### src/rtl/sram_ctrl_pkg.sv
// Shared types and elaboration-time helpers for the SRAM access sequencer.
// Assumes all timing limits and the clock period are given in picoseconds.
package sram_ctrl_pkg;

    typedef enum logic [2:0] {
        ST_IDLE     = 3'd0,
        ST_RD_ACC   = 3'd1,
        ST_RD_ACK   = 3'd2,
        ST_WR_TURN  = 3'd3,
        ST_WR_PULSE = 3'd4,
        ST_WR_HOLD  = 3'd5
    } seq_state_e;

    typedef struct packed {
        logic ce_n;
        logic oe_n;
        logic we_n;
        logic drive;
        logic rsp;
    } strobe_t;

    localparam strobe_t STROBE_IDLE = '{ce_n: 1'b1, oe_n: 1'b1, we_n: 1'b1, drive: 1'b0, rsp: 1'b0};

    // Whole cycles covering a limit, never fewer than one.
    function automatic int cyc_of(input int limit_ps, input int period_ps);
        int n;
        n = (limit_ps + period_ps - 1) / period_ps;
        return (n < 1) ? 1 : n;
    endfunction

    function automatic int imax(input int a, input int b);
        return (a > b) ? a : b;
    endfunction

endpackage

### src/rtl/sram_cycle_timer.sv
// Down-counter that measures a phase length in clock cycles.
// Assumes load values fit in CW bits; reports zero when the phase is over.
module sram_cycle_timer #(
    parameter int CW = 4
) (
    input  logic          clk,
    input  logic          rst_n,
    input  logic          load,
    input  logic [CW-1:0] load_val,
    output logic          cnt_zero
);
    logic [CW-1:0] cnt_q;

    // Load a new phase length or count down towards zero.
    always_ff @(posedge clk) begin
        if (!rst_n) begin
            cnt_q <= '0;
        end else if (load) begin
            cnt_q <= load_val;
        end else if (cnt_q != '0) begin
            cnt_q <= cnt_q - 1'b1;
        end
    end

    assign cnt_zero = (cnt_q == '0);
endmodule

### src/rtl/sram_seq_fsm.sv
// Access sequencer: walks read and write phases and programs the phase timer.
// Assumes the timer counts N-1 down to 0 for an N-cycle phase.
module sram_seq_fsm
    import sram_ctrl_pkg::*;
#(
    parameter int ACC_CYC  = 3,
    parameter int TURN_CYC = 2,
    parameter int WP_CYC   = 2,
    parameter int CW       = 4
) (
    input  logic          clk,
    input  logic          rst_n,
    input  logic          req_valid,
    input  logic          req_write,
    input  logic          timer_zero,
    output seq_state_e    state_q,
    output seq_state_e    state_d,
    output logic          timer_load,
    output logic [CW-1:0] timer_val,
    output logic          accept,
    output logic          capture
);
    localparam logic [CW-1:0] ACC_LD  = CW'(ACC_CYC - 1);
    localparam logic [CW-1:0] TURN_LD = CW'(TURN_CYC - 1);
    localparam logic [CW-1:0] WP_LD   = CW'(WP_CYC - 1);

    // Next-phase selection and timer programming.
    always_comb begin
        state_d    = state_q;
        timer_load = 1'b0;
        timer_val  = '0;
        accept     = 1'b0;
        capture    = 1'b0;
        case (state_q)
            ST_IDLE: begin
                if (req_valid) begin
                    accept     = 1'b1;
                    timer_load = 1'b1;
                    if (req_write) begin
                        state_d   = ST_WR_TURN;
                        timer_val = TURN_LD;
                    end else begin
                        state_d   = ST_RD_ACC;
                        timer_val = ACC_LD;
                    end
                end
            end
            ST_RD_ACC: begin
                if (timer_zero) begin
                    state_d = ST_RD_ACK;
                    capture = 1'b1;
                end
            end
            ST_RD_ACK:  state_d = ST_IDLE;
            ST_WR_TURN: begin
                if (timer_zero) begin
                    state_d    = ST_WR_PULSE;
                    timer_load = 1'b1;
                    timer_val  = WP_LD;
                end
            end
            ST_WR_PULSE: begin
                if (timer_zero) state_d = ST_WR_HOLD;
            end
            ST_WR_HOLD: state_d = ST_IDLE;
            default:    state_d = ST_IDLE;
        endcase
    end

    // Phase register.
    always_ff @(posedge clk) begin
        if (!rst_n) state_q <= ST_IDLE;
        else        state_q <= state_d;
    end
endmodule

### src/rtl/sram_strobe_gen.sv
// Registered strobe decoder: turns the next phase into glitch-free pin levels.
// Assumes strobes take effect in the same cycle the phase register does.
module sram_strobe_gen
    import sram_ctrl_pkg::*;
(
    input  logic       clk,
    input  logic       rst_n,
    input  seq_state_e state_d,
    output strobe_t    strobe_q
);
    strobe_t strobe_d;

    // Pin levels for each phase.
    always_comb begin
        strobe_d = STROBE_IDLE;
        case (state_d)
            ST_RD_ACC:   begin strobe_d.ce_n = 1'b0; strobe_d.oe_n = 1'b0; end
            ST_RD_ACK:   begin strobe_d.ce_n = 1'b0; strobe_d.rsp  = 1'b1; end
            ST_WR_TURN:  begin strobe_d.ce_n = 1'b0; end
            ST_WR_PULSE: begin strobe_d.ce_n = 1'b0; strobe_d.we_n = 1'b0; strobe_d.drive = 1'b1; end
            ST_WR_HOLD:  begin strobe_d.ce_n = 1'b0; strobe_d.drive = 1'b1; end
            default:     strobe_d = STROBE_IDLE;
        endcase
    end

    // Strobe register, standby levels in reset.
    always_ff @(posedge clk) begin
        if (!rst_n) strobe_q <= STROBE_IDLE;
        else        strobe_q <= strobe_d;
    end
endmodule

### src/rtl/sram_ctrl.sv
// Top of the asynchronous SRAM access sequencer. Converts picosecond limits
// to cycle counts, latches request fields, and drives the RAM pins.
// Assumes one outstanding request at a time and a separate in/out data bus
// whose enable controls an external tristate buffer.
module sram_ctrl
    import sram_ctrl_pkg::*;
#(
    parameter int AW        = 15,
    parameter int DW        = 8,
    parameter int T_CLK_PS  = 5000,
    parameter int T_AA_PS   = 12000,
    parameter int T_OE_PS   = 7000,
    parameter int T_RC_PS   = 12000,
    parameter int T_WP_PS   = 8000,
    parameter int T_DW_PS   = 8000,
    parameter int T_OHZ_PS  = 6000
) (
    input  logic          clk,
    input  logic          rst_n,
    input  logic          req_valid,
    input  logic          req_write,
    input  logic [AW-1:0] req_addr,
    input  logic [DW-1:0] req_wdata,
    output logic          req_ready,
    output logic          rsp_valid,
    output logic [DW-1:0] rsp_rdata,
    output logic [AW-1:0] mem_addr,
    output logic          mem_ce_n,
    output logic          mem_oe_n,
    output logic          mem_we_n,
    output logic [DW-1:0] mem_dq_out,
    output logic          mem_dq_oe,
    input  logic [DW-1:0] mem_dq_in
);
    localparam int ACC_CYC  = imax(imax(cyc_of(T_AA_PS, T_CLK_PS), cyc_of(T_OE_PS, T_CLK_PS)),
                                   cyc_of(T_RC_PS, T_CLK_PS));
    localparam int TURN_CYC = cyc_of(T_OHZ_PS, T_CLK_PS);
    localparam int WP_CYC   = imax(cyc_of(T_WP_PS, T_CLK_PS), cyc_of(T_DW_PS, T_CLK_PS));
    localparam int MAX_CYC  = imax(imax(ACC_CYC, TURN_CYC), WP_CYC);
    localparam int CW       = $clog2(MAX_CYC + 1);

    seq_state_e    state_q, state_d;
    logic          timer_load, timer_zero, accept, capture;
    logic [CW-1:0] timer_val;
    strobe_t       strobe_q;
    logic [AW-1:0] addr_q;
    logic [DW-1:0] wdata_q, rdata_q;

    sram_seq_fsm #(.ACC_CYC(ACC_CYC), .TURN_CYC(TURN_CYC), .WP_CYC(WP_CYC), .CW(CW)) u_fsm (
        .clk(clk), .rst_n(rst_n), .req_valid(req_valid), .req_write(req_write),
        .timer_zero(timer_zero), .state_q(state_q), .state_d(state_d),
        .timer_load(timer_load), .timer_val(timer_val), .accept(accept), .capture(capture)
    );

    sram_cycle_timer #(.CW(CW)) u_timer (
        .clk(clk), .rst_n(rst_n), .load(timer_load), .load_val(timer_val), .cnt_zero(timer_zero)
    );

    sram_strobe_gen u_strobe (
        .clk(clk), .rst_n(rst_n), .state_d(state_d), .strobe_q(strobe_q)
    );

    // Request fields held for the whole access.
    always_ff @(posedge clk) begin
        if (!rst_n) begin
            addr_q  <= '0;
            wdata_q <= '0;
        end else if (accept) begin
            addr_q  <= req_addr;
            wdata_q <= req_wdata;
        end
    end

    // Read byte sampled on the last access cycle.
    always_ff @(posedge clk) begin
        if (!rst_n)       rdata_q <= '0;
        else if (capture) rdata_q <= mem_dq_in;
    end

    assign req_ready  = (state_q == ST_IDLE);
    assign rsp_valid  = strobe_q.rsp;
    assign rsp_rdata  = rdata_q;
    assign mem_addr   = addr_q;
    assign mem_ce_n   = strobe_q.ce_n;
    assign mem_oe_n   = strobe_q.oe_n;
    assign mem_we_n   = strobe_q.we_n;
    assign mem_dq_out = wdata_q;
    assign mem_dq_oe  = strobe_q.drive;
endmodule

### config.mk
export PLATFORM = sky130hd
export DESIGN_NAME = sram_ctrl
export DESIGN_NICKNAME = d
export VERILOG_FILES = /design/src/rtl/sram_ctrl_pkg.sv /design/src/rtl/sram_cycle_timer.sv /design/src/rtl/sram_seq_fsm.sv /design/src/rtl/sram_strobe_gen.sv /design/src/rtl/sram_ctrl.sv
export SDC_FILE = /design/constraint.sdc
export NUM_CORES = 1
export LEC_CHECK = 0
export BUFFER_PORTS_ARGS = -buffer_cell sky130_fd_sc_hd__buf_2
export CORE_MARGIN = 1
export CORE_UTILIZATION = 25
export CTS_BUF_LIST = sky130_fd_sc_hd__clkbuf_16
export CTS_CLUSTER_SIZE = 25
export DETAILED_ROUTE_END_ITERATION = 6
export HOLD_SLACK_MARGIN = 0.02
export PLACE_DENSITY = 0.49
export SLEW_MARGIN = 15
export SYNTH_ARGS = -nofsm -noshare
export SYNTH_HDL_FRONTEND = slang
export SYNTH_SLANG_ARGS = --single-unit
### constraint.sdc
create_clock -name clk -period 1.78 [get_ports clk]
set_input_delay 0.089 -clock clk [delete_from_list [all_inputs] [get_ports clk]]
set_output_delay 0.089 -clock clk [all_outputs]
set_load 0.01 [all_outputs]
Word-level counts from Yosys, hierarchy flattened

Cells that the tools add are included.

$add $sub $neg: 1
Equality and inequality tests: 8
Mux-type cells: 22
Reductions and logical operators: 6

Operators by type and width:

| operator                                            | count |
|---|---|
| two-way mux 3 bit                                   | 4 |
| one-hot mux 3 bit (4 select lines)                  | 1 |
| two-way mux 1 bit                                   | 10 |
| two-way mux 2 bit                                   | 5 |
| equality test 3 x 2 -> 1 bit, second input constant | 3 |
| equality test 3 bit, second input constant          | 3 |
| equality test 3 x 1 -> 1 bit, second input constant | 2 |
| OR reduction 5 bit                                  | 1 |
| one-hot mux 2 bit (2 select lines)                  | 1 |
| nonzero test 2 bit                                  | 2 |
| logical NOT 3 bit                                   | 1 |
| logical NOT 2 bit                                   | 1 |
| one-hot mux 1 bit (2 select lines)                  | 1 |
| OR reduction 2 bit                                  | 1 |
| subtractor 2 x 1 -> 2 bit, second input constant    | 1 |

Register bits: 41
Input port bits: 35
Output and inout bits: 37
Logic and storage cells: 47

Depth between registers and ports, before layout

Depth after elaboration: 6
Mapped depth: 7
Mapped depth without buffers: 6

By module

From an unflattened synthesis, not the netlist that was laid out.

Cell total of the unflattened synthesis: 151
Area, all modules: 1674.1 sq um

Modules (own cells, without submodules):

| module           | times used | cells an instance | area each (sq um) |
|---|---|---|---|
| sram_ctrl        | 1          | 101               | 1199.9 |
| sram_seq_fsm     | 1          | 24                | 198.9 |
| sram_strobe_gen  | 1          | 13                | 151.4 |
| sram_cycle_timer | 1          | 13                | 123.9 |

Least setup slack after synthesis

Ideal clock, no wire load.

Path kind: flip-flop to flip-flop
From: register u_fsm.state_q[1]
To: register u_timer.cnt_q[1]
Arrival: 1.374 ns
Data required time: 1.658 ns
Path slack: 0.284 ns
Stages on the path, launching flop included: 6
Path buffers: 1
Clock period less this slack: 1.496 ns
Path through: dfxtp_1 or4b_1 buf_2 nand2_1 nor2_1 o311a_1

Cells in the longest elaborated chain, start to end: 3
Elaborated cells on any way between the ends: 6

RTL lines:

| what                                                                                     | line                   | RTL |
|---|---|---|
| from (decl)                                                                              | sram_seq_fsm.sv:16     | `output seq_state_e state_q,` |
| from (signal assigned)                                                                   | sram_seq_fsm.sv:73     | `else state_q <= state_d;` |
| equality test 3 x 2 -> 1 bit or logical NOT 3 bit (tied branches)                        | sram_seq_fsm.sv:34     | `case (state_q)` |
| one-hot mux 2 bit (2 select lines) or one-hot mux 1 bit (2 select lines) (tied branches) | sram_seq_fsm.sv:34     |  |
| two-way mux 2 bit or nonzero test 2 bit (tied branches)                                  | -                      |  |
| to (signal assigned)                                                                     | sram_cycle_timer.sv:19 | `cnt_q <= load_val;` |
| to (signal assigned)                                                                     | sram_cycle_timer.sv:21 | `cnt_q <= cnt_q - 1'b1;` |
| to (decl)                                                                                | sram_cycle_timer.sv:12 | `logic [CW-1:0] cnt_q;` |

Several ways; a longest one is shown, not always the timed one.
A chain may end at the register's enable or synchronous reset.

Final worst setup path

From: register u_timer.cnt_q[0]
To: register u_timer.cnt_q[1]

Cells in the longest elaborated chain, start to end: 4
Elaborated cells on any way between the ends: 8

RTL lines:

| what                                                    | line                   | RTL |
|---|---|---|
| logical NOT 2 bit                                       | sram_cycle_timer.sv:25 | `assign cnt_zero = (cnt_q == '0);` |
| two-way mux 1 bit                                       | sram_seq_fsm.sv:56     | `if (timer_zero) begin` |
| one-hot mux 1 bit (2 select lines)                      | sram_seq_fsm.sv:34     |  |
| two-way mux 2 bit or nonzero test 2 bit (tied branches) | -                      |  |

Several ways; a longest one is shown, not always the timed one. The select of a mux whose other input is x is not followed.

==> impl_metrics.json <==
{
  "r2r_start": "u_timer.cnt_q[0]",
  "slew_violations": 0,
  "yosysSeqAreaShare_pct": 50.0,
  "status": "completed",
  "p_leak_uw": 0.00103,
  "cp.arrival_ps": 1750,
  "min_to": "mem_addr[3]",
  "core_mm2": 0.00635,
  "synthTopCellsByArea": "dfxtp_1, nand2_1, a21boi_0",
  "synth.most_common_cell": "nand2_1",
  "path_clk_slew_ps": 60,
  "root_buffer": "clkbuf_16",
  "syn_area_mm2": 0.00164,
  "die_h_um": 83.0,
  "regToRegEndpoint": "u_timer.cnt_q[1]",
  "synth_cell_types": 29,
  "finalSetupViolCount": 0,
  "synth_common_cells": "nand2_1, dfxtp_1, a21boi_0",
  "fin_nets": 295,
  "p_per_area_mw_per_mm2": 1220,
  "slowest_stage": "ha_1",
  "vias": 1462,
  "reg2reg_depth": 6,
  "flow.area_growth_from_synthesis_pct": 38.5,
  "cp_num_cells": 6,
  "grt_pass1_wl_mm": 6.40,
  "chipWidth_um": 83.0,
  "gr-usage-all-layers_pct": 11.7,
  "antenna_found_initial": 0,
  "port_buffers": 71,
  "syn-num-nets": 222,
  "worstSetupPathType": "register to register",
  "crit_required_ps": 1940,
  "yosysTopAreaCellShare_pct": 50.0,
  "period_share_pct": 89.1,
  "clk_latency_ps": 280,
  "crit_path_max_fanout": 9,
  "grt-ovfl-total": 0,
  "ios": 72,
  "wl_mm": 3.82,
  "hold_class": "input port to register",
  "fin_crit_ps": 1590,
  "hold_depth": 3,
  "antennaDiodeCount": 0,
  "relSlewSlack_pct": 75.7,
  "grt_pass1_vias": 1335,
  "fill_cells": 671,
  "grt_max_degree": 24,
  "routed_via_density": 4.34,
  "skew_ps": 3.66,
  "hold_viol_final": 0,
  "synth_warnings": 0,
  "drc_errors": 0,
  "cts_made_buffers": 5,
  "fin_ws_ps": 194,
  "dp_hpwl_mm": 2.67,
  "wl_per_cell_um": 11.3,
  "drv_cap": 0,
  "first_pass_iters": 4,
  "synth_top_area_cell": "dfxtp_1",
  "clkSinkCount": 41,
  "start_kind": "register",
  "cp_slowest_stage_delay_ps": 340,
  "cts_tree": "done",
  "fp-row-count": 29,
  "cts_setup_buffers": 0,
  "drtAntennaViolNets": 0,
  "path_cells": "inv_1 > ha_1 > nand4b_1 > nand2_1 > nor2_1 > o311a_1",
  "setup_tns_ps": 0,
  "synth_ff_type": "dfxtp_1",
  "synth-edff-count": 0,
  "rsz0062_at_grt": "no",
  "cts_max_path_buffers": 2,
  "gp_congestion": 0.724,
  "ir_worst_vdd_mv": 0.569,
  "worstSetupEndpointType": "register",
  "crit_buf_inv": 1,
  "htreeDepth": 2,
  "rrSetupSlack_ps": 190,
  "fmaxAchievable_mhz": 630,
  "pre_cts_ws_ps": 193,
  "drive_above_1_share_pct": 33.5,
  "ctsHoldBuffers": 0,
  "die_area_mm2": 0.00689,
  "avgSynthCellArea_um2": 8.83,
  "critPathTopFamily": "simple AND/OR/NAND/NOR gates",
  "worstHoldStart": "req_addr[3]",
  "worst_pin_slew_ps": 364,
  "async_flop_share_pct": 0,
  "cts.repair.resized": 0,
  "ys_ff_latch": 41,
  "synth_cells": 186,
  "start_util_pct": 25.9,
  "drtIter0Drc": 40
}
==> cells in the final DEF, fill, tap and decap left out, types with 2 or more instances in the layout <==
master,netlist,final
nand2_1,53,53
buf_2,5,71
nor2b_1,10,10
nor3_1,2,2
a21boi_1,3,3
a21oi_1,3,3
a21boi_0,23,23
mux2i_1,8,8
clkbuf_16,0,5
nor2_1,5,5
o21ai_0,4,4
xor2_1,2,2
inv_1,4,5
buf_4,0,7
dfxtp_1,41,41
==> through the flow <==
step,power (µW),utilization [%],hold slack (ps),instance area [µm²],std cells
after floorplan,1560,-,224,1640,186
after global placement,1810,33.2,336,2110,329
after detailed placement,1820,33.2,337,2110,329
after CTS,2830,35.8,43.0,2270,337
after global routing,2970,35.8,56.5,2270,337
final,2780,35.8,47.5,2270,337
==> worst max-delay path by stage <==
stage / start / end
finish: u_timer.cnt_q[0] / u_timer.cnt_q[1]
global route: u_timer.cnt_q[0] / u_timer.cnt_q[1]
CTS: u_timer.cnt_q[0] / u_timer.cnt_q[1]
detailed placement: u_timer.cnt_q[0] / u_timer.cnt_q[1]
global placement: u_timer.cnt_q[0] / rsp_rdata[0]
floorplan: u_fsm.state_q[1] / u_timer.cnt_q[1]
==> report_power, final <==
| part | internal, µW | switching, µW |
|---|---|---|
| Sequential | 1030 | 49.6 |
| Clock | 651 | 337 |
| Combinational | 313 | 391 |
==> final cells by class <==
cell class | instances | area, µm² | share of cell area, %
inverter | 4 | 15.0 | 0.660
clock buffer | 5 | 125 | 5.50
multi-input combinational | 128 | 751 | 33.0
sequential | 41 | 821 | 36.1
clock inverter | 3 | 37.5 | 1.65
timing repair buffer | 79 | 428 | 18.8
tap | 77 | 96.3 | 4.24
==> sequential cells by signal, summed over array words and instances, names as in the netlist <==
signal,cells
rsp_rdata,8
u_timer.cnt_q,2
u_fsm.state_q,3
mem_dq_out,8
u_strobe.strobe_q,5
mem_addr,15
==> per-layer routing <==
layer,vias to the layer above,global-route usage (%),wire length (µm)
met3,7,3.68,207
met1,662,15.0,1840
met5,-,0,0
met4,0,4.23,62
met2,41,18.6,1710
li1,752,-,-
==> worst register-to-register path, delay by kind of cell (launching register included) <==
family                   cells  cell delay (ps)
buffers and inverters        1               50
AND/OR/NAND/NOR              3              430
AO/OA/AOI/OAI                1              340
adder cells (fa/ha/maj)      1              340
flip-flops                   1              320
==> cells by family (layout without fill, tap and decap cells) <==
logic type | after synthesis | after routing | synth area share [%]
compound gates | 37 | 37 | 16.1
xor+xnor | 2 | 2 | 1.07
fa+ha+maj | 1 | 1 | 0.762
buf+inv | 17 | 91 | 4.27
flops | 41 | 41 | 50.0
mux | 8 | 8 | 4.88
simple gates | 80 | 80 | 22.9
Power figures use the tool's default switching activity.
